===== src/rtl/gfx_pkg.sv =====
package gfx_pkg;

   // register port selector encoding
   typedef enum logic [1:0] {
      PORT_GFX_IDX  = 2'd0,
      PORT_GFX_DATA = 2'd1,
      PORT_SEQ_IDX  = 2'd2,
      PORT_SEQ_DATA = 2'd3
   } reg_port_e;

   // combine operation between source and latch
   typedef enum logic [1:0] {
      LOP_PASS = 2'd0,
      LOP_AND  = 2'd1,
      LOP_OR   = 2'd2,
      LOP_XOR  = 2'd3
   } lop_e;

   // write mode
   typedef enum logic [1:0] {
      WM_ROTATE = 2'd0,
      WM_LATCH  = 2'd1,
      WM_COLOR  = 2'd2,
      WM_ALT    = 2'd3
   } wmode_e;

   localparam int IDXW        = 4;
   localparam int MODE_RD_BIT = 3;

   localparam logic [IDXW-1:0] GIDX_REFCOLOR = 4'd2;
   localparam logic [IDXW-1:0] GIDX_ROTOP    = 4'd3;
   localparam logic [IDXW-1:0] GIDX_PLSEL    = 4'd4;
   localparam logic [IDXW-1:0] GIDX_MODE     = 4'd5;
   localparam logic [IDXW-1:0] GIDX_INCLUDE  = 4'd7;
   localparam logic [IDXW-1:0] GIDX_BITMASK  = 4'd8;
   localparam logic [IDXW-1:0] SIDX_PLANE_EN = 4'd2;

endpackage


===== src/rtl/gfx_regfile.sv =====
module gfx_regfile
   import gfx_pkg::*;
#(
   parameter int DW      = 8,
   parameter int NPLANES = 4,
   parameter int RW      = $clog2(DW),
   parameter int SELW    = (NPLANES > 1) ? $clog2(NPLANES) : 1
) (
   input  logic               clk,
   input  logic               rst_n,
   input  logic               reg_we,
   input  logic [1:0]         reg_port,
   input  logic [DW-1:0]      reg_wdata,
   output logic [RW-1:0]      rot_cnt,
   output lop_e               lop,
   output wmode_e             wmode,
   output logic               rd_cmp,
   output logic [SELW-1:0]    plane_sel,
   output logic [NPLANES-1:0] ref_color,
   output logic [NPLANES-1:0] include_mask,
   output logic [DW-1:0]      bit_mask,
   output logic [NPLANES-1:0] plane_en
);

   if (DW < RW + 2 || DW <= MODE_RD_BIT || DW < IDXW) begin : g_bad_width
      $error("gfx_regfile: DW too narrow for register fields");
   end
   if (NPLANES > DW) begin : g_bad_planes
      $error("gfx_regfile: NPLANES must not exceed DW");
   end

   logic [IDXW-1:0] gfx_idx_q;
   logic [IDXW-1:0] seq_idx_q;
   reg_port_e       port;

   assign port = reg_port_e'(reg_port);

   always_ff @(posedge clk or negedge rst_n) begin
      if (!rst_n) begin
         gfx_idx_q    <= '0;
         seq_idx_q    <= '0;
         rot_cnt      <= '0;
         lop          <= LOP_PASS;
         wmode        <= WM_ROTATE;
         rd_cmp       <= 1'b0;
         plane_sel    <= '0;
         ref_color    <= '0;
         include_mask <= '0;
         bit_mask     <= '1;
         plane_en     <= '0;
      end else if (reg_we) begin
         case (port)
            PORT_GFX_IDX: gfx_idx_q <= reg_wdata[IDXW-1:0];
            PORT_SEQ_IDX: seq_idx_q <= reg_wdata[IDXW-1:0];
            PORT_GFX_DATA: begin
               case (gfx_idx_q)
                  GIDX_REFCOLOR: ref_color    <= reg_wdata[NPLANES-1:0];
                  GIDX_ROTOP: begin
                     rot_cnt <= reg_wdata[RW-1:0];
                     lop     <= lop_e'(reg_wdata[RW+1:RW]);
                  end
                  GIDX_PLSEL:    plane_sel    <= reg_wdata[SELW-1:0];
                  GIDX_MODE: begin
                     wmode  <= wmode_e'(reg_wdata[1:0]);
                     rd_cmp <= reg_wdata[MODE_RD_BIT];
                  end
                  GIDX_INCLUDE:  include_mask <= reg_wdata[NPLANES-1:0];
                  GIDX_BITMASK:  bit_mask     <= reg_wdata;
                  default: ;
               endcase
            end
            PORT_SEQ_DATA: begin
               if (seq_idx_q == SIDX_PLANE_EN) plane_en <= reg_wdata[NPLANES-1:0];
            end
            default: ;
         endcase
      end
   end

   // an index selects a register only through its own pair
   a_r1_idx_write_no_data: assert property (@(posedge clk) disable iff (!rst_n)
      (reg_we && reg_port == 2'd0) |=> $stable(bit_mask) && $stable(ref_color) && $stable(include_mask));

endmodule


===== src/rtl/gfx_write_path.sv =====
module gfx_write_path
   import gfx_pkg::*;
#(
   parameter int DW      = 8,
   parameter int NPLANES = 4,
   parameter int RW      = $clog2(DW)
) (
   input  logic                  cpu_wr,
   input  logic [DW-1:0]         cpu_wdata,
   input  logic [RW-1:0]         rot_cnt,
   input  lop_e                  lop,
   input  wmode_e                wmode,
   input  logic [DW-1:0]         bit_mask,
   input  logic [NPLANES-1:0]    plane_en,
   input  logic [NPLANES*DW-1:0] latch_bus,
   output logic [NPLANES-1:0]    pl_we,
   output logic [NPLANES*DW-1:0] pl_wdata
);

   localparam int DBL = 2 * DW;

   logic [DBL-1:0] doubled;
   logic [DW-1:0]  rotated;

   // rotate right by shifting a doubled copy
   always_comb begin
      doubled = {cpu_wdata, cpu_wdata} >> rot_cnt;
      rotated = doubled[DW-1:0];
   end

   assign pl_we = {NPLANES{cpu_wr}} & plane_en;

   for (genvar p = 0; p < NPLANES; p++) begin : g_plane
      logic [DW-1:0] lat;
      logic [DW-1:0] src;
      logic [DW-1:0] alu;
      logic [DW-1:0] merged;
      logic [DW-1:0] plane_out;

      assign lat = latch_bus[p*DW +: DW];

      always_comb begin
         case (wmode)
            WM_COLOR: src = {DW{cpu_wdata[p]}};
            default:  src = rotated;
         endcase
         case (lop)
            LOP_AND: alu = src & lat;
            LOP_OR:  alu = src | lat;
            LOP_XOR: alu = src ^ lat;
            default: alu = src;
         endcase
         merged = (alu & bit_mask) | (lat & ~bit_mask);
         plane_out = (wmode == WM_LATCH) ? lat : merged;
      end

      assign pl_wdata[p*DW +: DW] = plane_out;
   end

endmodule


===== src/rtl/gfx_read_path.sv =====
module gfx_read_path #(
   parameter int DW      = 8,
   parameter int NPLANES = 4,
   parameter int SELW    = (NPLANES > 1) ? $clog2(NPLANES) : 1
) (
   input  logic                  clk,
   input  logic                  rst_n,
   input  logic                  cpu_rd,
   input  logic                  rd_cmp,
   input  logic [SELW-1:0]       plane_sel,
   input  logic [NPLANES-1:0]    ref_color,
   input  logic [NPLANES-1:0]    include_mask,
   input  logic [NPLANES*DW-1:0] pl_rdata,
   output logic [NPLANES*DW-1:0] latch_bus,
   output logic [DW-1:0]         cpu_rdata
);

   logic [DW-1:0] match_vec;
   logic [DW-1:0] sel_data;

   // per-bit color match across included planes
   always_comb begin
      for (int i = 0; i < DW; i++) begin
         match_vec[i] = 1'b1;
         for (int p = 0; p < NPLANES; p++) begin
            if (include_mask[p] && (pl_rdata[p*DW + i] != ref_color[p])) match_vec[i] = 1'b0;
         end
      end
   end

   // plane select multiplexer, out-of-range selects give zero
   always_comb begin
      sel_data = '0;
      for (int p = 0; p < NPLANES; p++) begin
         if (plane_sel == SELW'(p)) sel_data = pl_rdata[p*DW +: DW];
      end
   end

   always_ff @(posedge clk or negedge rst_n) begin
      if (!rst_n) begin
         latch_bus <= '0;
         cpu_rdata <= '0;
      end else if (cpu_rd) begin
         latch_bus <= pl_rdata;
         cpu_rdata <= rd_cmp ? match_vec : sel_data;
      end
   end

   // read result holds between reads
   a_r10_rdata_hold: assert property (@(posedge clk) disable iff (!rst_n)
      !cpu_rd |=> $stable(cpu_rdata));

   // nothing included means every bit matches
   a_r11_none_included: assert property (@(posedge clk) disable iff (!rst_n)
      (cpu_rd && rd_cmp && include_mask == '0) |=> cpu_rdata == '1);

endmodule


===== src/rtl/plane_gfx_ctrl.sv =====
module plane_gfx_ctrl
   import gfx_pkg::*;
#(
   parameter int DATA_W = 8,
   parameter int PLANES = 4,
   parameter int ADDR_W = 16
) (
   input  logic                     clk,
   input  logic                     rst_n,
   input  logic                     reg_we,
   input  logic [1:0]               reg_port,
   input  logic [DATA_W-1:0]        reg_wdata,
   input  logic                     cpu_wr,
   input  logic                     cpu_rd,
   input  logic [ADDR_W-1:0]        cpu_addr,
   input  logic [DATA_W-1:0]        cpu_wdata,
   output logic [DATA_W-1:0]        cpu_rdata,
   output logic [ADDR_W-1:0]        pl_addr,
   output logic [PLANES-1:0]        pl_we,
   output logic [PLANES*DATA_W-1:0] pl_wdata,
   input  logic [PLANES*DATA_W-1:0] pl_rdata
);

   localparam int RW   = $clog2(DATA_W);
   localparam int SELW = (PLANES > 1) ? $clog2(PLANES) : 1;

   if (DATA_W < 8 || (DATA_W & (DATA_W - 1)) != 0) begin : g_bad_dw
      $error("plane_gfx_ctrl: DATA_W must be a power of two of at least 8");
   end
   if (PLANES < 1 || PLANES > DATA_W) begin : g_bad_np
      $error("plane_gfx_ctrl: PLANES must lie in 1..DATA_W");
   end
   if (ADDR_W < 1) begin : g_bad_aw
      $error("plane_gfx_ctrl: ADDR_W must be positive");
   end

   logic [RW-1:0]            rot_cnt;
   lop_e                     lop;
   wmode_e                   wmode;
   logic                     rd_cmp;
   logic [SELW-1:0]          plane_sel;
   logic [PLANES-1:0]        ref_color;
   logic [PLANES-1:0]        include_mask;
   logic [DATA_W-1:0]        bit_mask;
   logic [PLANES-1:0]        plane_en;
   logic [PLANES*DATA_W-1:0] latch_bus;
   logic                     unused_hi;

   assign pl_addr   = cpu_addr;
   assign unused_hi = ^reg_wdata[DATA_W-1:RW+2];

   gfx_regfile #(
      .DW(DATA_W), .NPLANES(PLANES), .RW(RW), .SELW(SELW)
   ) u_regs (
      .clk(clk), .rst_n(rst_n), .reg_we(reg_we), .reg_port(reg_port),
      .reg_wdata(reg_wdata), .rot_cnt(rot_cnt), .lop(lop), .wmode(wmode),
      .rd_cmp(rd_cmp), .plane_sel(plane_sel), .ref_color(ref_color),
      .include_mask(include_mask), .bit_mask(bit_mask), .plane_en(plane_en)
   );

   gfx_write_path #(
      .DW(DATA_W), .NPLANES(PLANES), .RW(RW)
   ) u_wr (
      .cpu_wr(cpu_wr), .cpu_wdata(cpu_wdata), .rot_cnt(rot_cnt), .lop(lop),
      .wmode(wmode), .bit_mask(bit_mask), .plane_en(plane_en),
      .latch_bus(latch_bus), .pl_we(pl_we), .pl_wdata(pl_wdata)
   );

   gfx_read_path #(
      .DW(DATA_W), .NPLANES(PLANES), .SELW(SELW)
   ) u_rd (
      .clk(clk), .rst_n(rst_n), .cpu_rd(cpu_rd), .rd_cmp(rd_cmp),
      .plane_sel(plane_sel), .ref_color(ref_color), .include_mask(include_mask),
      .pl_rdata(pl_rdata), .latch_bus(latch_bus), .cpu_rdata(cpu_rdata)
   );

   // write enables only on a write strobe and only for enabled planes
   a_r3_we_gated: assert property (@(posedge clk) disable iff (!rst_n)
      ((pl_we & ~plane_en) == '0) && (cpu_wr || (pl_we == '0)));

   // latch-copy mode drives the latches onto every plane
   a_r7_latch_copy: assert property (@(posedge clk) disable iff (!rst_n)
      (cpu_wr && wmode == WM_LATCH) |-> pl_wdata == latch_bus);

   // any read captures all planes into the latches
   a_r9_latch_load: assert property (@(posedge clk) disable iff (!rst_n)
      cpu_rd |=> latch_bus == $past(pl_rdata));

   for (genvar p = 0; p < PLANES; p++) begin : g_chk
      // masked-off bit positions keep the latch value
      a_r6_masked_from_latch: assert property (@(posedge clk) disable iff (!rst_n)
         cpu_wr |-> ((pl_wdata[p*DATA_W +: DATA_W] ^ latch_bus[p*DATA_W +: DATA_W]) & ~bit_mask) == '0);
   end

endmodule


===== config.mk =====
export PLATFORM = sky130hd
export DESIGN_NAME = plane_gfx_ctrl
export DESIGN_NICKNAME = d
export VERILOG_FILES = /design/src/rtl/gfx_pkg.sv /design/src/rtl/gfx_regfile.sv /design/src/rtl/gfx_write_path.sv /design/src/rtl/gfx_read_path.sv /design/src/rtl/plane_gfx_ctrl.sv
export SDC_FILE = /design/constraint.sdc
export NUM_CORES = 1
export LEC_CHECK = 0
export ABC_AREA = 1
export BUFFER_PORTS_ARGS = -buffer_cell sky130_fd_sc_hd__buf_4
export CAP_MARGIN = 20
export CORE_MARGIN = 4
export CORE_UTILIZATION = 62
export CTS_CLUSTER_SIZE = 24
export DETAILED_ROUTE_END_ITERATION = 10
export PLACE_DENSITY_LB_ADDON = 0.2
export REMOVE_ABC_BUFFERS = 1
export SYNTH_ARGS = -nofsm -noshare
export SYNTH_HDL_FRONTEND = slang
export SYNTH_SLANG_ARGS = --single-unit

===== constraint.sdc =====
create_clock -name clk -period 3 [get_ports clk]
set_input_delay 0.45 -clock clk [delete_from_list [all_inputs] [get_ports clk]]
set_output_delay 0.45 -clock clk [all_outputs]
set_load 0.01 [all_outputs]

==> After elaboration in Yosys (flattened, before gate mapping) <==
Cells that the tools add are included.
{ "classes": {"mul": 0, "reduce_logical": 43, "n_lt_le_gt_ge": 0, "shift": 1, "bitwise_logic": 26, "eq_ne": 50, "div": 0, "mux": 49, "n_addsub": 0} }
{ "ops": {"columns": ["op", "count"], "rows": [
  ["$mux 8", 13],
  ["$and 8x8->8", 12],
  ["$pmux 8 s3", 4],
  ["$or 8x8->8", 8],
  ["$logic_and 1x1->1", 32],
  ["$mux 1", 32],
  ["$ne 1x1->1", 32],
  ["$xor 8x8->8", 4],
  ["$reduce_and 3->1", 7],
  ["$shr 16x3->8", 1],
  ["$eq 2x2->1 const B", 7],
  ["$eq 4x2->1 const B", 3],
  ["$eq 4x3->1 const B", 3],
  ["$eq 2x1->1 const B", 4],
  ["$not 8->8", 1],
  ["$and 4x4->4", 1],
  ["$eq 4x4->1 const B", 1],
  ["$logic_not 2->1", 2],
  ["$reduce_and 2->1", 2]
]} }
{ "totals": {"reg_bits": 78, "latchBits": 0, "memories": 0, "ramBits": 0, "rom_bits": 0, "input_bits": 71} }

==> Longest topological paths before layout <==
{ "depth": {"word_depth": 7, "ltp_mapped": 16} }

==> Hierarchy <==
Synthesis repeated with hierarchy kept, for this count alone.
{ "unflattened": {"cells_unflattened": 1132, "hier_area_um2": 7226.9} }
{ "modules_own_cells": {"columns": ["module", "n_inst", "cells_each", "seq_area_each_um2", "area_each_um2"], "rows": [
  ["gfx_write_path", 1, 576, 0.0, 3055.4],
  ["gfx_read_path", 1, 349, 1001.0, 2423.6],
  ["gfx_regfile", 1, 191, 960.9, 1627.8],
  ["plane_gfx_ctrl", 1, 16, 0.0, 120.1]
]} }

==> Worst setup path before layout <==
Ideal clock, no wire load.
{ "synth_path": {"path_type": "flip-flop to output port", "start": "register u_regs.rot_cnt[0]", "end": "output port pl_wdata[26]", "required_ns": 2.550, "stages_incl_launch_ff": 17, "path_buffers": 1, "arrival_time_ns": 1.788, "path_slack_ns": 0.762, "cell_sequence": "dfrtp_1 > buf_4 > inv_2 > nand2_1 > nand3_1 > nand3_1 > nand2_1 > nand2_1 > nand2_1 > inv_1 > ha_1 > nand2_1 > o2111ai_1 > nand2_1 > clkinv_1 > nand2_1 > nand2_1"} }
{ "synth_via": {"elab_chain_cells": 7, "elab_cells_between_ends": 9, "cone_classes": "shift: 1; mux: 3; bitwise: 5"} }
{ "synth_lines": {"columns": ["element", "line", "text"], "rows": [
  ["start: declaration", "gfx_regfile.sv:14", "output logic [RW-1:0] rot_cnt,"],
  ["start signal: assignment", "gfx_regfile.sv:59", "rot_cnt <= reg_wdata[RW-1:0];"],
  ["$shr 16x3->8 (*)", "gfx_write_path.sv:27", "doubled = {cpu_wdata, cpu_wdata} >> rot_cnt;"],
  ["$mux 8 (*)", "gfx_write_path.sv:43", "case (wmode)"],
  ["$xor 8x8->8, or another cell as far along", "gfx_write_path.sv:50", "LOP_XOR: alu = src ^ lat;"],
  ["$pmux 8 s3 (*)", "gfx_write_path.sv:47", "case (lop)"],
  ["$and 8x8->8 (*)", "gfx_write_path.sv:53", "merged = (alu & bit_mask) | (lat & ~bit_mask);"],
  ["$or 8x8->8 (*)", "gfx_write_path.sv:53", null],
  ["$mux 8 (*)", "gfx_write_path.sv:54", "plane_out = (wmode == WM_LATCH) ? lat : merged;"],
  ["end: declaration", "plane_gfx_ctrl.sv:20", "output logic [PLANES*DATA_W-1:0] pl_wdata,"]
]} }
Mark *: on every way between the ends. The rest lies on a longest branch, timed or not.

==> Final worst setup path <==
{ "layout_path": {"start": "register u_regs.rot_cnt[0]", "end": "output port pl_wdata[9]"} }
The elaborated chain is that of the path after synthesis.

==> metrics <==
area grow syn2layout 18.6%; Synth top cells by count nand2_1, inv_1, nand3_1, dfrtp_1, o21ai_0; RSZ-0062 raised after global routing yes; mapped cell area 6960 um2; Die Footprint 13000 um2; Overflow after GRT 0; First-pass DRT Iterations 7; Fmax 0.334 GHz; most used cell, CP nand2_1; asr flop ratio synth 100%; pin count of the biggest net entering global routing 79; crit-path max FO 8; Pleak 4.50 nW; CTS root buf clkbuf_16; first-pass GRT wire length 34.1 mm; Via Count 7413; Tmin final approximately 3000 ps; CP top delay family simple AND/OR/NAND/NOR gates; Worst EP arrival 2540 ps; Worst Setup Start Kind flip-flop; final antenna-violating net count 0; Post-Layout Cell Count 1280; ant diodes 0; reg2reg start u_regs.gfx_idx_q[1]$_DFFE_PN0P_; CP max-delay cell dfrtp_2; Clock Sink Count 78; EDFF count, synth 0; GP Congestion 0.948; VDD IR-drop max 445 uV; crit end category output pin; Die H around 110 um; synth warn 0; synth unique cells 36; max incr delay on CP 470 ps; port bufs 98; vias in the first global route around 7000; critical path required time 2550 ps; PwrDens 758 nW/um2; sequential cell area fraction in the yosys report between 20% and 30%; core footprint 10900 um2; clock buffer depth 2; dpl hpwl 14.6 mm; worst slew pin tran 662 ps; Yosys reg bits between 70 and 80; Synth Flop Type dfrtp_1; clk_lat worst skew 360 ps; Synth area leaders dfrtp_1, nand2_1, ha_1; post-synth top area share 25.2%; Min-Delay Path Class input pin to flip-flop; drt wl/cell 16.6 um; most frequent cell after synthesis nand2_1; crit path from u_regs.rot_cnt[0]$_DFFE_PN0P_; clk slew on worst S/H paths 70 ps; outcome finished clean; crit-path cells buf_4, nand2_1, nand3_1, nand3_1, nand2_1, nand2_4, nand2_1, inv_1, ha_1, nand2_1, o2111ai_1, nand2_1, inv_1, nand2_1, nand2_1, buf_4; Synth area leader dfrtp_1; row cnt 38; CP bufs+invs 4; Max Slew Vio Count 0; die width 114 um; All-Layer GR Usage 32.8%; Placed Cells 1250; endpoints failing setup 0; Mapped Cells 1052; fin nets around 1300; hold_sp reg_wdata[3]; Syn Area/Cell 6.62 um2; WS Path Type flip-flop to output pin; Initial Utilization 63.6%; DRT iter0 DRCs around 800; fraction of layout cells with a size suffix above 1 20.9%; DRC viols 0; initial antenna violation count 0; TNS Setup 0 ps; io pins roughly 130; cts bufs inserted 9; CTS tree built; relative slew slack 55.8%; final hold violations 0; via/cell ratio ~5.8; Worst Clk Skew ~12 ps; htree depth 3; max cap viols 0; final worst path period share 99.7%; final wirelength 21.2 mm; FILL cells 898
[worst paths after layout]
| check | slack (ps) | to | cells past startpoint |
|---|---|---|---|
| setup reg to reg | 1250 | u_regs.bit_mask[5]$_DFFE_PN1P_ | 3 |
| hold reg to reg | 490 | u_regs.plane_en[2]$_DFFE_PN0P_ | 2 |
| hold / removal | 310 | u_regs.ref_color[3]$_DFFE_PN0P_ | 3 |
| min in group asynchronous | 460 | u_regs.seq_idx_q[0]$_DFFE_PN0P_ | 2 |
| max in group asynchronous | 1920 | u_regs.bit_mask[5]$_DFFE_PN1P_ | 3 |
| setup / recovery | 9 | pl_wdata[9] | 16 |
[per-layer routing]
layer / vias up / global-route usage [%] / wire length (um)
li1: 3518 / - / -
met1: 3382 / 43.3 / 8300
met2: 449 / 51.1 / 9680
met3: 64 / 7.85 / 2480
met4: 0 / 14.6 / 719
met5: - / 0 / 0
[cells by family (layout without fill, tap and decap cells)]
logic type,after synthesis,after routing,synth area share [%]
AO/OA/AOI/OAI,159,159,14.4
multiplexers,4,4,0.629
buffers and inverters,207,295,13.0
AND/OR/NAND/NOR,539,539,32.2
adder cells (fa/ha/maj),64,64,11.5
XOR/XNOR,1,1,0.126
flip-flops,78,78,28.2
[metrics by stage]
step                cell area, um2  hold WS (ps)  setup slack (ps)  util, %  power [W]
finish                        8260           310              8.91     75.5    0.00626
global route                  8260           314              -148     75.5    0.00681
CTS                           7990           301             0.179     73.1    0.00599
detailed placement            7690           475               366     70.3    0.00484
global placement              7690           467               392     70.3    0.00474
floorplan                     6620           154               745        -    0.00367
[power breakdown]
part / internal [W] / total (W) / switching [W]
clock: 0.000591 / 0.00113 / 0.000537
combinational: 0.00142 / 0.00350 / 0.00208
sequential: 0.00130 / 0.00163 / 0.000328
total: 0.00331 / 0.00626 / 0.00295
[cell usage in the layout, fill, tap and decap left out, types with 7 or more instances in the layout]
cell	count
dfstp_2	8
dfrtp_1	68
o211ai_2	10
clkinv_1	11
clkbuf_16	9
nand3_1	90
o211ai_1	15
nand4_1	7
a21oi_1	20
o2111ai_1	15
o21ai_0	65
nand2_4	9
nand2_1	361
inv_1	129
ha_1	64
or2_2	16
o21ai_2	10
o21ai_1	24
nand2_2	15
buf_4	126
nand3_2	8
nor2_1	27
[cell type report]
type / instances / area [um2] / share of cell area, %
flip-flops and latches: 78 / 1960 / 23.8
clock buffers: 9 / 225 / 2.73
well taps: 140 / 175 / 2.12
repair buffers: 130 / 1020 / 12.4
clock inverters: 7 / 68.8 / 0.833
inverters: 149 / 571 / 6.91
multi-input cells: 767 / 4230 / 51.2
[repair_timing]
item,4_1_cts,5_1_grt
hold buffers,0,1
gates resized for setup,2,41
hold endpoints to repair,0,7
pin swaps,0,7
gates cloned,0,0
buffers inserted,0,12
endpoints found under the setup margin,4,32
[state kept, by name, summed over array words and instances, names as in the netlist]
name	count
u_regs.ref_color	4
u_regs.rot_cnt	3
u_regs.rd_cmp	1
u_regs.lop	2
u_regs.wmode	2
u_rd.cpu_rdata	8
u_regs.plane_sel	2
u_regs.include_mask	4
u_rd.latch_bus	32
u_regs.seq_idx_q	4
u_regs.gfx_idx_q	4
u_regs.plane_en	4
u_regs.bit_mask	8
[worst min-delay path: stages]
cell	delay, ps
buf_4	80
a21oi_1	50
inv_1	40
No activity file was read; power rests on OpenSTA's default activity.
